**config.mk**
```make
export PLATFORM = sky130hd
export DESIGN_NAME = gray_updown_counter
export DESIGN_NICKNAME = d
export VERILOG_FILES = /design/src/rtl/gray_cnt_pkg.sv /design/src/rtl/gray_to_bin.sv /design/src/rtl/bin_to_gray.sv /design/src/rtl/gray_step.sv /design/src/rtl/gray_updown_counter.sv
export SDC_FILE = /design/constraint.sdc
export NUM_CORES = 1
export LEC_CHECK = 0
export ABC_AREA = 1
export BUFFER_PORTS_ARGS = -buffer_cell sky130_fd_sc_hd__buf_2
export CAP_MARGIN = 20
export CORE_AREA = 8 8 45 47
export CTS_CLUSTER_DIAMETER = 60
export DETAILED_ROUTE_END_ITERATION = 6
export DIE_AREA = 0 0 53 55
export PLACE_DENSITY = 0.4
export SYNTH_ARGS = -nofsm -noshare
export SYNTH_HDL_FRONTEND = slang
export SYNTH_SLANG_ARGS = --single-unit
```
**constraint.sdc**
```tcl
create_clock -name clk_i -period 0.9 [get_ports clk_i]
set_input_delay 0.18 -clock clk_i [delete_from_list [all_inputs] [get_ports clk_i]]
set_output_delay 0.18 -clock clk_i [all_outputs]
set_load 0.005 [all_outputs]
```
**src/rtl/gray_cnt_pkg.sv**
```systemverilog
package gray_cnt_pkg;
  typedef enum logic {
    DIR_DOWN = 1'b0,
    DIR_UP   = 1'b1
  } dir_e;
endpackage

```
**src/rtl/gray_to_bin.sv**
```systemverilog
module gray_to_bin #(
  parameter int W = 3
) (
  input  logic [W-1:0] gray_i,
  output logic [W-1:0] bin_o
);
  // each binary bit is the XOR of all Gray bits at or above it
  assign bin_o[W-1] = gray_i[W-1];
  generate
    for (genvar i = W-2; i >= 0; i--) begin : g_pref
      assign bin_o[i] = bin_o[i+1] ^ gray_i[i];
    end
  endgenerate
endmodule

```
**src/rtl/bin_to_gray.sv**
```systemverilog
module bin_to_gray #(
  parameter int W = 3
) (
  input  logic [W-1:0] bin_i,
  output logic [W-1:0] gray_o
);
  assign gray_o = bin_i ^ (bin_i >> 1);
endmodule

```
**src/rtl/gray_step.sv**
```systemverilog
module gray_step #(
  parameter int W = 3
) (
  input  logic [W-1:0] cur_i,
  input  logic         up_i,
  output logic [W-1:0] nxt_o
);
  import gray_cnt_pkg::*;

  logic [W-1:0] cur_bin;
  logic [W-1:0] nxt_bin;

  gray_to_bin #(.W(W)) u_g2b (
    .gray_i (cur_i),
    .bin_o  (cur_bin)
  );

  always_comb begin
    if (dir_e'(up_i) == DIR_UP) nxt_bin = cur_bin + W'(1);
    else                        nxt_bin = cur_bin - W'(1);
  end

  bin_to_gray #(.W(W)) u_b2g (
    .bin_i  (nxt_bin),
    .gray_o (nxt_o)
  );
endmodule

```
**src/rtl/gray_updown_counter.sv**
```systemverilog
module gray_updown_counter #(
  parameter int W = 3
) (
  input  logic         clk_i,
  input  logic         rst_i,
  input  logic         dir_up_i,
  output logic [W-1:0] code_o
);
  localparam logic [W-1:0] ZERO_CODE = '0;
  localparam logic [W-1:0] ONE_CODE  = W'(1);
  localparam logic [W-1:0] MSB_CODE  = {1'b1, {(W-1){1'b0}}};

  logic [W-1:0] state_q;
  logic [W-1:0] state_d;

  gray_step #(.W(W)) u_step (
    .cur_i (state_q),
    .up_i  (dir_up_i),
    .nxt_o (state_d)
  );

  always_ff @(posedge clk_i) begin
    if (rst_i) state_q <= ZERO_CODE;
    else       state_q <= state_d;
  end

  assign code_o = state_q;


  reset_zero_chk: assert property (@(posedge clk_i) rst_i |=> code_o == ZERO_CODE);


  one_bit_step_chk: assert property (@(posedge clk_i) disable iff (rst_i)
    1'b1 |=> $countones(code_o ^ $past(code_o)) == 1);


  fwd_wrap_chk: assert property (@(posedge clk_i) disable iff (rst_i)
    (dir_up_i && code_o == ZERO_CODE) |=> code_o == ONE_CODE);


  rev_wrap_chk: assert property (@(posedge clk_i) disable iff (rst_i)
    (!dir_up_i && code_o == ZERO_CODE) |=> code_o == MSB_CODE);


  rev_to_zero_chk: assert property (@(posedge clk_i) disable iff (rst_i)
    (!dir_up_i && code_o == ONE_CODE) |=> code_o == ZERO_CODE);
endmodule

```
After elaboration in Yosys (flattened, before gate mapping)
Cells that the tools add are included.
Cells by class
  bitwise operators: 3
  mux-type cells: 1
  add/subtract/negate cells: 2
Operators by type and width (number)
  $add A3 B1 Y3 const B: 1
  $mux W3: 1
  $sub A3 B1 Y3 const B: 1
  $xor A3 B2 Y3: 1
  $xor A1 B1 Y1: 2
Storage, ports and cells
  bits in registers: 3
  input bits: 3
  output and inout port bits: 3

Logic depth before layout (Yosys ltp)
  word-level depth: 5
  gate-level depth with buffers: 6
  depth with buffers taken out: 6

By module
From an unflattened synthesis, not the netlist that was laid out.
Second synthesis, totals
  cells, all modules: 42
  area, all modules: 234.0 um2
By module, submodules not included
  gray_updown_counter: instances 1, cells an instance 9, area an instance 82.6 um2, seq. area each 60.1 um2
  gray_step: instances 1, cells an instance 11, area an instance 58.8 um2, seq. area each 0.0 um2
  gray_to_bin: instances 1, cells an instance 12, area an instance 51.3 um2, seq. area each 0.0 um2
  bin_to_gray: instances 1, cells an instance 10, area an instance 41.3 um2, seq. area each 0.0 um2

Worst setup path after synthesis
Ideal clock, no wire load.
  path type: register to register
  start: reg state_q[1], in the netlist code_o[1]
  end: reg state_q[0], in the netlist code_o[0]
  arrival time: 705 ps
  period minus slack after synthesis: 818 ps
  stages on the path, launching flop included: 7
  slack: 82 ps
  library setup time: 113 ps
  buffers on the path: 0
  cell sequence: dfxtp_1 inv_1 nand2_2 and2_4 nand2_2 nand2_1 nor2_1
Between the ends
  cells in the longest elaborated chain, start to end: 5
  elaborated cells between the ends (all ways): 6
Ends and longest elaborated chain
  start: declaration: RTL line gray_updown_counter.sv:13  | logic [W-1:0] state_q;
  start signal: assignment: RTL line gray_updown_counter.sv:24  | else state_q <= state_d;
  $xor A1 B1 Y1 *: RTL line gray_to_bin.sv:11  | assign bin_o[i] = bin_o[i+1] ^ gray_i[i];
  $xor A1 B1 Y1: RTL line gray_to_bin.sv:11
  $sub A3 B1 Y3 or $add A3 B1 Y3 (tied branches): RTL line gray_step.sv:20, gray_step.sv:19
  $mux W3 *: RTL line gray_step.sv:19  | if (dir_e'(up_i) == DIR_UP) nxt_bin = cur_bin + W'(1);
  $xor A3 B2 Y3 *: RTL line bin_to_gray.sv:7  | assign gray_o = bin_i ^ (bin_i >> 1);
Mark *: on every way between the ends. The rest lies on a longest branch, timed or not.
A chain may end at the register's enable or synchronous reset.

Worst setup path after layout
  start: reg state_q[2], in the netlist code_o[2]
  end: out code_o[2]
RTL lines
  end: declaration: RTL line gray_updown_counter.sv:7  | output logic [W-1:0] code_o
No word-level cell between the ends.

==> reports/qor.yml <==
status: "complete, no violations"
ys_seq_area_share_pct: 39.67
layout.cells.non_filler: 47
drtAntennaViolNets: 0
clock_latency_ns: 0.23
wire_per_inst_um: 7.340
ys_ff_latch: 3
powerDensity_mw_per_mm2: 2090
grt_max_degree: 6
power.share.clock_pct: 46.9
overflow: 0
switching_power_uw: 123.8
numPortBuffers: 5
synth_top_cell_by_area: "dfxtp_1"
cp_max_fo: 5
gp_congestion: 0.5907
n_antenna_cell: 0
num_vias: 155
area_growth_pct: 53.72
yosys_warnings: 0
cts-htree-levels: 1
pin_count: 6
top_usage_layer: "met2"
syn_area_um2: 151.4
die_w_um: 53
cp-end-kind: "output port"
cts_root_buf: "clkbuf_4"
drt_iter0_markers: 0
clkTransAtPathRegs_ns: 0.03
drtPass1Iterations: 1
grt_use_met3_pct: 1.604
tritoncts: "yes"
post-route-min-period_ns: 0.8758
fmax_mhz: 1142
fin_setup_tns_ns: 0
grtUsageTotal_pct: 2.896
cp.required_ns: 0.72
slew_headroom_pct: 88.37
synth_cell_types: 10
antenna_found_initial: 0
rsz0062_at_grt: "false"
syn-instance-count: 22
place_hpwl_um: 286.8
grt_use_met2_pct: 4.297
start_util_pct: 10.94
hold_buffers: 0
utilization_pct: 16.82
yosys.area.top_type_share_pct: 39.67
hold_violations: 0
grt_pass1_vias: 147
routed_wirelength_um: 345
dieHeight_um: 55
crit_slowest_cell: "dfxtp_4"
path_cells: "buf_2"
critPathBufInv: 1
placed_cell_area_um2: 196.4
cp-start-kind: "flip-flop"
fin_worst_skew_ns: 0.001325
slew_violations: 0
nets: 35
dp_cells: 43
synth_nets: 25
arrival_ns: 0.70
row_count: 14
cts_buffers: 3
largest_reg_flops: 3
synthTopCellsByArea: "dfxtp_1 (40%), nand2_1 (9.9%), o211ai_1 (9.9%)"
synth-simple-area-share_pct: 34.71
synth_mux_area_share_pct: 0
worst-slew-pin-transition_ns: 0.1737
fillers: 162
ff_latch_area_um2: 66.31
drc: 0
power.leakage_uw: 0.0001160
power.share.switching_pct: 25.46
grt_util_met1_pct: 2.432
fp.dieArea_mm2: 0.002915
synth-compound-area-share_pct: 13.22
synth_area_per_cell_um2: 6.882
core_area_mm2: 0.001384
synth_adder_area_share_pct: 0
grt_first_pass_wirelength_um: 552
combPwrFrac_pct: 18.0
peakVddDrop_uv: 498.2
finalCritPeriodShare_pct: 97.31
cp_top_family: "flip-flops"
drive_above_1_share_pct: 58.06
synth_top_family_by_area: "simple AND/OR/NAND/NOR gates"
finalSetupViolCount: 0
cts.sinks: 3
multi_input_area_um2: 76.32
p_int_uw: 362.5
fin_area_um2: 232.7
viasPerCell: 3.298
maxCapViolations: 0
synth-xor-area-share_pct: 0
p_seq_share_pct: 35.0
criticalPathCategory: "reg2out"
clk_path_buf_depth: 2
hold_class: "in2reg"
max_stage_delay_ns: 0.35
[layer usage]
layer	vias up	routed length (um)
met5	-	0
met4	0	0
met3	0	18
met2	2	203
met1	68	123
li1	85	-
[timing repair]
item	CTS	global route
buffers inserted	0	0
endpoints found under the setup margin	2	4
gates resized for setup	2	4
pin swaps	0	1
[logic make-up after synthesis]
logic type	Yosys count
simple gates	11
buf+inv	5
flops	3
compound gates	3
[synth_stat cells, drive strengths merged]
library cell / instances
o211ai: 2
dfxtp: 3
inv: 5
nor2: 3
a21oi: 1
and2: 1
nand2: 6
nand3: 1
[path summary, 6_finish.rpt]
check / from / to / slack [ns] / depth (start not counted)
worst min register to register: code_o[2]$_SDFF_PP0_ / code_o[0]$_SDFF_PP0_ / 0.52 / 3
worst max-delay path: code_o[2]$_SDFF_PP0_ / code_o[2] / 0.02 / 1
worst min-delay path: rst_i / code_o[0]$_SDFF_PP0_ / 0.20 / 4
worst max register to register: code_o[1]$_SDFF_PP0_ / code_o[2]$_SDFF_PP0_ / 0.09 / 5
[placed cells by master (no fill, tap or decap)]
master / synthesis / routed
clkbuf_4: 0 / 3
buf_2: 0 / 5
inv_2: 2 / 3
clkbuf_1: 0 / 1
dfxtp_4: 0 / 1
nor2_1: 3 / 3
inv_1: 3 / 2
nand2_1: 4 / 4
o211ai_1: 2 / 2
a21oi_2: 0 / 1
nand2_2: 2 / 2
dfxtp_2: 0 / 2
and2_4: 1 / 1
nand3_1: 1 / 1
[metrics by stage]
stage / setup WS, ns / total power [uW] / hold slack, ns
2_1_floorplan: 0.08183 / 222.0 / 0.3265
3_3_place_gp: 0.04684 / 253.8 / 0.4429
3_5_place_dp: 0.04711 / 254.1 / 0.4407
4_1_cts: 0.0005948 / 498.7 / 0.1881
5_1_grt: 0.003856 / 525.3 / 0.2183
6_report: 0.02420 / 486.3 / 0.2009
[area by class of cell]
cell class,instances,share of cell area (%)
clock buffers,4,11.29
well taps,16,8.602
flip-flops and latches,3,28.49
repair buffers,5,10.75
inverters,5,8.065
multi-input cells,14,32.80
[power by group through the flow]
stage	combinational (uW)	sequential (uW)	clock (uW)
2_1_floorplan	53.4	169	0
3_3_place_gp	84.6	169	0
3_5_place_dp	85.5	169	0
4_1_cts	85.8	169	244
5_1_grt	98.6	174	253
6_report	87.8	170	228
No activity file was read; power rests on OpenSTA's default activity.
